**config.mk**
```make
export PLATFORM = sky130hd
export DESIGN_NAME = bitframe_tx
export DESIGN_NICKNAME = d
export VERILOG_FILES = /design/src/rtl/bft_pkg.sv /design/src/rtl/bft_hold_buf.sv /design/src/rtl/bft_unit_sel.sv /design/src/rtl/bft_serializer.sv /design/src/rtl/bitframe_tx.sv
export SDC_FILE = /design/constraint.sdc
export NUM_CORES = 1
export LEC_CHECK = 0
export BUFFER_PORTS_ARGS = -buffer_cell sky130_fd_sc_hd__buf_4
export CAP_MARGIN = 25
export CELL_PAD_IN_SITES_DETAIL_PLACEMENT = 1
export CELL_PAD_IN_SITES_GLOBAL_PLACEMENT = 1
export CORE_UTILIZATION = 40
export DETAILED_ROUTE_END_ITERATION = 8
export PLACE_DENSITY_LB_ADDON = 0.1
export SLEW_MARGIN = 10
export SYNTH_ARGS = -nofsm -noshare
export SYNTH_HDL_FRONTEND = slang
export SYNTH_SLANG_ARGS = --single-unit
```
**constraint.sdc**
```tcl
create_clock -name clk -period 2.1 [get_ports clk]
set_input_delay 0.21 -clock clk [delete_from_list [all_inputs] [get_ports clk]]
set_output_delay 0.21 -clock clk [all_outputs]
set_load 0.02 [all_outputs]
```
**src/rtl/bft_pkg.sv**
```systemverilog
package bft_pkg;

   typedef enum logic [2:0] {
      U_MARK      = 3'd0,
      U_IDLE_FLAG = 3'd1,
      U_OPEN      = 3'd2,
      U_DATA      = 3'd3,
      U_CLOSE     = 3'd4,
      U_ABORT     = 3'd5
   } unit_e;

   typedef struct packed {
      logic som;
      logic eom;
      logic abort;
   } tag_t;

   localparam logic [7:0] FLAG_BYTE = 8'h7E;

endpackage

```
**src/rtl/bft_hold_buf.sv**
```systemverilog
module bft_hold_buf
   import bft_pkg::*;
#(
   parameter int DATA_W = 8
) (
   input  logic              clk,
   input  logic              rst_n,
   input  logic              wr_valid,
   input  logic [DATA_W-1:0] wr_data,
   input  tag_t              wr_tag,
   input  logic              take,
   output logic              wr_accept,
   output logic              valid,
   output logic [DATA_W-1:0] data,
   output tag_t              tag
);

   logic              valid_q;
   logic [DATA_W-1:0] data_q;
   tag_t              tag_q;

   assign wr_accept = wr_valid && !valid_q;

   always_ff @(posedge clk or negedge rst_n) begin
      if (!rst_n) begin
         valid_q <= 1'b0;
         data_q  <= '0;
         tag_q   <= '0;
      end else if (wr_accept) begin
         valid_q <= 1'b1;
         data_q  <= wr_data;
         tag_q   <= wr_tag;
      end else if (take) begin
         valid_q <= 1'b0;
      end
   end

   assign valid = valid_q;
   assign data  = data_q;
   assign tag   = tag_q;

endmodule

```
**src/rtl/bft_unit_sel.sv**
```systemverilog
module bft_unit_sel
   import bft_pkg::*;
#(
   parameter int DATA_W     = 8,
   parameter int ABORT_ONES = 8,
   parameter bit LSB_FIRST  = 1'b1,
   parameter int LEN_W      = 3,
   parameter int CNT_W      = 4
) (
   input  logic              tx_en,
   input  logic              idle_flag_sel,
   input  logic [LEN_W-1:0]  len_code,
   input  unit_e             cur_kind,
   input  logic              cur_eom,
   input  logic              in_frame,
   input  logic              hold_valid,
   input  logic [DATA_W-1:0] hold_data,
   input  tag_t              hold_tag,
   output unit_e             nxt_kind,
   output logic [DATA_W-1:0] nxt_pat,
   output logic [CNT_W-1:0]  nxt_nbits,
   output logic              nxt_eom,
   output logic              nxt_in_frame,
   output logic              take,
   output logic              late
);

   logic [DATA_W-1:0] flag_pat;
   logic [DATA_W-1:0] data_pat;
   logic [CNT_W-1:0]  char_bits;

   assign char_bits = CNT_W'(len_code) + CNT_W'(1);

   generate
      if (LSB_FIRST) begin : g_lsb
         assign flag_pat = DATA_W'(FLAG_BYTE);
         assign data_pat = hold_data;
      end else begin : g_msb
         assign flag_pat = DATA_W'(FLAG_BYTE) << (DATA_W - 8);
         assign data_pat = hold_data << (CNT_W'(DATA_W) - char_bits);
      end
   endgenerate

   always_comb begin
      nxt_kind     = U_MARK;
      nxt_pat      = '1;
      nxt_nbits    = CNT_W'(8);
      nxt_eom      = 1'b0;
      nxt_in_frame = 1'b0;
      take         = 1'b0;
      late         = 1'b0;
      if (!tx_en) begin
         nxt_kind = U_MARK;
      end else if (in_frame) begin
         if (cur_kind == U_DATA && cur_eom) begin
            nxt_kind = U_CLOSE;
            nxt_pat  = flag_pat;
         end else if (hold_valid) begin
            take = 1'b1;
            if (hold_tag.abort) begin
               nxt_kind  = U_ABORT;
               nxt_nbits = CNT_W'(ABORT_ONES);
            end else begin
               nxt_kind     = U_DATA;
               nxt_pat      = data_pat;
               nxt_nbits    = char_bits;
               nxt_eom      = hold_tag.eom;
               nxt_in_frame = 1'b1;
            end
         end else begin
            late      = 1'b1;
            nxt_kind  = U_ABORT;
            nxt_nbits = CNT_W'(ABORT_ONES);
         end
      end else if (hold_valid && hold_tag.abort) begin
         take      = 1'b1;
         nxt_kind  = U_ABORT;
         nxt_nbits = CNT_W'(ABORT_ONES);
      end else if (hold_valid && hold_tag.som) begin
         nxt_kind     = U_OPEN;
         nxt_pat      = flag_pat;
         nxt_in_frame = 1'b1;
      end else begin
         take = hold_valid;
         if (idle_flag_sel) begin
            nxt_kind = U_IDLE_FLAG;
            nxt_pat  = flag_pat;
         end
      end
   end

endmodule

```
**src/rtl/bft_serializer.sv**
```systemverilog
module bft_serializer
   import bft_pkg::*;
#(
   parameter int DATA_W    = 8,
   parameter int STUFF_RUN = 5,
   parameter bit LSB_FIRST = 1'b1,
   parameter int CNT_W     = 4,
   parameter int ONES_W    = 3
) (
   input  logic              clk,
   input  logic              rst_n,
   input  logic              bit_tick,
   input  unit_e             nxt_kind,
   input  logic [DATA_W-1:0] nxt_pat,
   input  logic [CNT_W-1:0]  nxt_nbits,
   input  logic              nxt_eom,
   input  logic              nxt_in_frame,
   output logic              unit_load,
   output unit_e             cur_kind,
   output logic              cur_eom,
   output logic              in_frame,
   output logic              tx_active,
   output logic              txd
);

   logic [DATA_W-1:0] sh_q;
   logic [CNT_W-1:0]  left_q;
   unit_e             kind_q;
   logic              eom_q;
   logic              frame_q;
   logic              txd_q;
   logic              act_q;
   logic [ONES_W-1:0] ones_q;

   logic              stuff;
   logic              first_nxt;
   logic              first_cur;
   logic [DATA_W-1:0] rest_nxt;
   logic [DATA_W-1:0] rest_cur;

   assign stuff     = (kind_q == U_DATA) && (ones_q == ONES_W'(STUFF_RUN));
   assign unit_load = bit_tick && !stuff && (left_q == '0);

   generate
      if (LSB_FIRST) begin : g_lsb
         assign first_nxt = nxt_pat[0];
         assign first_cur = sh_q[0];
         assign rest_nxt  = nxt_pat >> 1;
         assign rest_cur  = sh_q >> 1;
      end else begin : g_msb
         assign first_nxt = nxt_pat[DATA_W-1];
         assign first_cur = sh_q[DATA_W-1];
         assign rest_nxt  = nxt_pat << 1;
         assign rest_cur  = sh_q << 1;
      end
   endgenerate

   always_ff @(posedge clk or negedge rst_n) begin
      if (!rst_n) begin
         sh_q    <= '0;
         left_q  <= '0;
         kind_q  <= U_MARK;
         eom_q   <= 1'b0;
         frame_q <= 1'b0;
         txd_q   <= 1'b1;
         act_q   <= 1'b0;
         ones_q  <= '0;
      end else if (bit_tick) begin
         if (stuff) begin
            txd_q  <= 1'b0;
            ones_q <= '0;
         end else if (left_q == '0) begin
            kind_q  <= nxt_kind;
            eom_q   <= nxt_eom;
            frame_q <= nxt_in_frame;
            txd_q   <= first_nxt;
            sh_q    <= rest_nxt;
            left_q  <= nxt_nbits - CNT_W'(1);
            ones_q  <= (nxt_kind == U_DATA && first_nxt) ? ones_q + ONES_W'(1) : '0;
            if (nxt_kind == U_OPEN) begin
               act_q <= 1'b1;
            end else if (nxt_kind == U_MARK || nxt_kind == U_IDLE_FLAG) begin
               act_q <= 1'b0;
            end
         end else begin
            txd_q  <= first_cur;
            sh_q   <= rest_cur;
            left_q <= left_q - CNT_W'(1);
            ones_q <= (kind_q == U_DATA && first_cur) ? ones_q + ONES_W'(1) : '0;
         end
      end
   end

   assign cur_kind  = kind_q;
   assign cur_eom   = eom_q;
   assign in_frame  = frame_q;
   assign tx_active = act_q;
   assign txd       = txd_q;

endmodule

```
**src/rtl/bitframe_tx.sv**
```systemverilog
module bitframe_tx
   import bft_pkg::*;
#(
   parameter int DATA_W     = 8,
   parameter int ABORT_ONES = 8,
   parameter int STUFF_RUN  = 5,
   parameter bit LSB_FIRST  = 1'b1,
   localparam int LEN_W     = $clog2(DATA_W),
   localparam int CNT_W     = $clog2(DATA_W + 1),
   localparam int ONES_W    = $clog2(STUFF_RUN + 1)
) (
   input  logic              clk,
   input  logic              rst_n,
   input  logic              bit_tick,
   input  logic              tx_en,
   input  logic              idle_flag_sel,
   input  logic [LEN_W-1:0]  len_code,
   input  logic              wr_valid,
   input  logic [DATA_W-1:0] wr_data,
   input  logic              wr_som,
   input  logic              wr_eom,
   input  logic              wr_abort,
   output logic              buf_empty,
   output logic              data_late,
   output logic              tx_active,
   output logic              txd
);

   generate
      if (DATA_W < 8) begin : g_bad_width
         $error("DATA_W must hold a whole flag");
      end
      if (ABORT_ONES < 7 || ABORT_ONES > DATA_W) begin : g_bad_abort
         $error("ABORT_ONES must lie between 7 and DATA_W");
      end
      if (STUFF_RUN < 1) begin : g_bad_run
         $error("STUFF_RUN must be positive");
      end
   endgenerate

   tag_t              wr_tag;
   tag_t              hold_tag;
   logic              hold_valid;
   logic [DATA_W-1:0] hold_data;
   logic              wr_accept;
   logic              sel_take;
   logic              sel_late;
   logic              unit_load;
   unit_e             cur_kind;
   logic              cur_eom;
   logic              in_frame;
   unit_e             nxt_kind;
   logic [DATA_W-1:0] nxt_pat;
   logic [CNT_W-1:0]  nxt_nbits;
   logic              nxt_eom;
   logic              nxt_in_frame;
   logic              late_q;

   assign wr_tag = '{som: wr_som, eom: wr_eom, abort: wr_abort};

   bft_hold_buf #(.DATA_W(DATA_W)) u_hold (
      .clk       (clk),
      .rst_n     (rst_n),
      .wr_valid  (wr_valid),
      .wr_data   (wr_data),
      .wr_tag    (wr_tag),
      .take      (unit_load && sel_take),
      .wr_accept (wr_accept),
      .valid     (hold_valid),
      .data      (hold_data),
      .tag       (hold_tag)
   );

   bft_unit_sel #(
      .DATA_W     (DATA_W),
      .ABORT_ONES (ABORT_ONES),
      .LSB_FIRST  (LSB_FIRST),
      .LEN_W      (LEN_W),
      .CNT_W      (CNT_W)
   ) u_sel (
      .tx_en        (tx_en),
      .idle_flag_sel(idle_flag_sel),
      .len_code     (len_code),
      .cur_kind     (cur_kind),
      .cur_eom      (cur_eom),
      .in_frame     (in_frame),
      .hold_valid   (hold_valid),
      .hold_data    (hold_data),
      .hold_tag     (hold_tag),
      .nxt_kind     (nxt_kind),
      .nxt_pat      (nxt_pat),
      .nxt_nbits    (nxt_nbits),
      .nxt_eom      (nxt_eom),
      .nxt_in_frame (nxt_in_frame),
      .take         (sel_take),
      .late         (sel_late)
   );

   bft_serializer #(
      .DATA_W    (DATA_W),
      .STUFF_RUN (STUFF_RUN),
      .LSB_FIRST (LSB_FIRST),
      .CNT_W     (CNT_W),
      .ONES_W    (ONES_W)
   ) u_ser (
      .clk          (clk),
      .rst_n        (rst_n),
      .bit_tick     (bit_tick),
      .nxt_kind     (nxt_kind),
      .nxt_pat      (nxt_pat),
      .nxt_nbits    (nxt_nbits),
      .nxt_eom      (nxt_eom),
      .nxt_in_frame (nxt_in_frame),
      .unit_load    (unit_load),
      .cur_kind     (cur_kind),
      .cur_eom      (cur_eom),
      .in_frame     (in_frame),
      .tx_active    (tx_active),
      .txd          (txd)
   );

   always_ff @(posedge clk or negedge rst_n) begin
      if (!rst_n) begin
         late_q <= 1'b0;
      end else if (unit_load && sel_late) begin
         late_q <= 1'b1;
      end else if (wr_accept) begin
         late_q <= 1'b0;
      end
   end

   assign buf_empty = !hold_valid;
   assign data_late = late_q;

endmodule

```
==> impl_metrics.env <==
export IMPL_synth_seq_cells=33
export IMPL_clkTransAtPathRegs_ps=70
export IMPL_start_util_pct=41.9
export IMPL_crit_cells=8
export IMPL_path_buf_inv=0
export IMPL_cts_sinks=33
export IMPL_dr_first_iter_drc_count=98
export IMPL_grt_pass1_vias=1354
export IMPL_antenna_cells=0
export IMPL_start_kind="flop"
export IMPL_postCtsSetupBuffers=0
export IMPL_grt_pass1_wl_um=6750
export IMPL_ioPinCount=24
export IMPL_finalPower_mw=2.41
export IMPL_ant_nets=0
export IMPL_synthToLayoutAreaGrowth_pct=22.3
export IMPL_finalHoldViolCount=0
export IMPL_dpl_worst_slack_ps=263
export IMPL_worst_hold_path_type="in -> reg"
export IMPL_reg2reg_slack_ps=260
export IMPL_synth_top_area_cell="dfrtp_1"
export IMPL_worst_path_most_repeated_cell="nor2_1"
export IMPL_fin_worst_skew_ps=9.37
export IMPL_setup_violations_final=0
export IMPL_synth_cell_type_count=43
export IMPL_routedWlPerCell_um=16.5
export IMPL_clockPowerShare_pct=21.9
export IMPL_synthTopCellsByCount="dfrtp_1 (32), nand2_1 (14), mux2_2 (11)"
export IMPL_crit_path_max_incr_delay_ps=430
export IMPL_fmax_ghz=0.543
export IMPL_fin_nets=213
export IMPL_outcome="completed"
export IMPL_synthArstFlopShare_pct=100
export IMPL_drt_vias_per_instance=5.51
export IMPL_via_count=1322
export IMPL_placementRows=23
export IMPL_power_switching_mw=0.819
export IMPL_pwr_share_seq_pct=45.6
export IMPL_die_height_um=66.7
export IMPL_critPathMaxFanout=5
export IMPL_synth_edff_count=0
export IMPL_min_period_ps=1840
export IMPL_die_area_um2=4450
export IMPL_rsz0062_at_grt="no"
export IMPL_cp_top_family="simple AND/OR/NAND/NOR gates"
export IMPL_slew_violations=0
export IMPL_root_buffer="clkbuf_8"
export IMPL_yosysMostFrequentCell="dfrtp_1"
export IMPL_p_comb_share_pct=32.5
export IMPL_synth_area_um2=1680
export IMPL_stdcell_area_um2=2050
export IMPL_r2r_cells=8
export IMPL_power_density_nw_per_um2=1170
export IMPL_cts_buffers=5
export IMPL_hpwl_um=2860
export IMPL_place_congestion=0.834
export IMPL_swShare_pct=34.0
export IMPL_finalSetupTns_ps=0
export IMPL_finalCritPeriodShare_pct=87.8
export IMPL_drive_gt1_share_pct=29.5
export IMPL_wl_um=3960
export IMPL_clock_latency_ps=280
export IMPL_cp_cell_sequence="nor4_4 -> nand3_1 -> nor2_1 -> nor2_1 -> ha_1 -> nand2b_1 -> mux2i_1 -> a22o_1"
export IMPL_yosysWarnings=0
export IMPL_core_area_um2=4000
export IMPL_fin_ws_ps=257
export IMPL_route_detailed_drc=0
export IMPL_dr_pass1_iters=4
export IMPL_cp_required_ps=2280
export IMPL_grt_max_degree=34
export IMPL_tritoncts="yes"
export IMPL_crit_type="reg -> reg"
export IMPL_overflow=0
export IMPL_die_x_um=66.7
export IMPL_ir_drop_v=0.000488
export IMPL_cap_violations=0
export IMPL_numPortBuffers=23
export IMPL_tightest_slew_ps=615
export IMPL_ys_dominant_reg_cell="dfrtp_1"
export IMPL_syn_nets=181
export IMPL_synth_top_area_share_pct=47.8
export IMPL_gr_usage_all_layers_pct=20.9
export IMPL_syn_inst=157
export IMPL_cts_path_max_buffers=2
export IMPL_avgSynthCellArea_um2=10.7
export IMPL_cp_startpoint="u_ser.left_q[1]"
export IMPL_placed_area_um2=1940
export IMPL_critical_path_endpoint="u_ser.left_q[2]"
export IMPL_crit_arrival_ps=2020
export IMPL_intPower_mw=1.59
export IMPL_r2r_start="u_ser.left_q[1]"
export IMPL_relSlewSlack_pct=58.8
export IMPL_worst_r2r_endpoint="u_ser.left_q[2]"
export IMPL_synthTopCellsByArea="dfrtp_1 (48%), mux2_2 (7.4%), nand2_1 (3.1%), ha_1 (3.0%), o21ai_1 (2.7%)"
export IMPL_htree_levels=2
export IMPL_worst_path_max_delay_cell="dfrtp_1"
export IMPL_ys_seq_area_share_pct=49.4
export IMPL_p_leak_nw=0.908
export IMPL_cp_end_kind="flop"
export IMPL_antenna_found_initial=0
export IMPL_hold_depth=2
-- state kept, by name, indices dropped and copies added (netlist names) --
| signal | flops |
|---|---|
| u_hold.data | 8 |
| u_ser.sh_q | 7 |
| u_ser.left_q | 4 |
| u_hold.tag | 3 |
| u_ser.ones_q | 3 |
| u_ser.cur_kind | 2 |
| data_late | 1 |
| u_hold.valid | 1 |
| u_ser.cur_eom | 1 |
| u_ser.in_frame | 1 |
| u_ser.tx_active | 1 |
| u_ser.txd | 1 |
-- cell families (layout without fill, tap and decap cells) --
| logic type | Yosys count | count (layout) | share of synthesized area [%] |
|---|---|---|---|
| AO/OA/AOI/OAI | 51 | 51 | 21.1 |
| XOR/XNOR | 1 | 1 | 0.523 |
| adder cells (fa/ha/maj) | 4 | 4 | 2.99 |
| buffers and inverters | 14 | 47 | 3.58 |
| flip-flops | 33 | 33 | 49.4 |
| multiplexers | 13 | 13 | 8.59 |
| AND/OR/NAND/NOR | 41 | 41 | 13.8 |
-- power groups by stage --
stage | Sequential [mW] | Combinational, mW | Clock, mW
floorplan | 1.07 | 0.546 | 0
global placement | 1.09 | 0.747 | 0
detailed placement | 1.11 | 0.780 | 0
CTS | 1.10 | 0.790 | 0.541
global route | 1.14 | 0.873 | 0.572
finish | 1.10 | 0.782 | 0.526
-- through the flow --
stage / hold WS [ps] / util [%] / instances
floorplan: -85.6 / - / 157
global placement: 177 / 48.4 / 231
detailed placement: 187 / 48.4 / 231
CTS: 131 / 51.2 / 240
finish: 138 / 51.2 / 240
global route: 137 / 51.2 / 240
-- cell type report --
type,count,area [µm²]
clock buffer,7,96.3
clock inverter,1,5.00
fill,460,1950
sequential,33,827
inverter,7,26.3
timing repair buffer,32,243
multi-input combinational,110,788
tap,50,62.6
-- layout by cell type (no fill, tap or decap), drive strengths merged, types with 4 or more instances in the layout --
cell type and instances:
o21ai 15, clkbuf 7, nand2b 5, dfrtp 32, nand2 14, mux2 11
a21oi 8, nor2 5, inv 7, o22ai 7, buf 31, ha 4
-- metal layers --
| layer | track usage (%) | up-vias | part of all wire, % | wire length (µm) |
|---|---|---|---|---|
| met2 | 33.0 | 21 | 48 | 1890 |
| li1 | - | 646 | - | - |
| met5 | 0 | - | 0 | 0 |
| met4 | 7.18 | 0 | 1.4 | 55 |
| met1 | 27.7 | 649 | 47 | 1880 |
| met3 | 5.14 | 6 | 3.5 | 137 |
-- how the worst min path moves through the flow --
stage             start              end  slack (ps)
2_1_floorplan     rst_n        data_late         -90
3_3_place_gp      rst_n  u_ser.left_q[2]         180
3_5_place_dp      rst_n  u_ser.left_q[2]         190
4_1_cts        bit_tick        u_ser.txd         130
5_1_grt        bit_tick        u_ser.txd         140
6_report       bit_tick        u_ser.txd         140
-- what timing repair did --
action	in CTS	in global routing
resized for setup	0	0
endpoints found under the hold margin	32	0
hold buffers	1	0
Power figures use the tool's default switching activity.
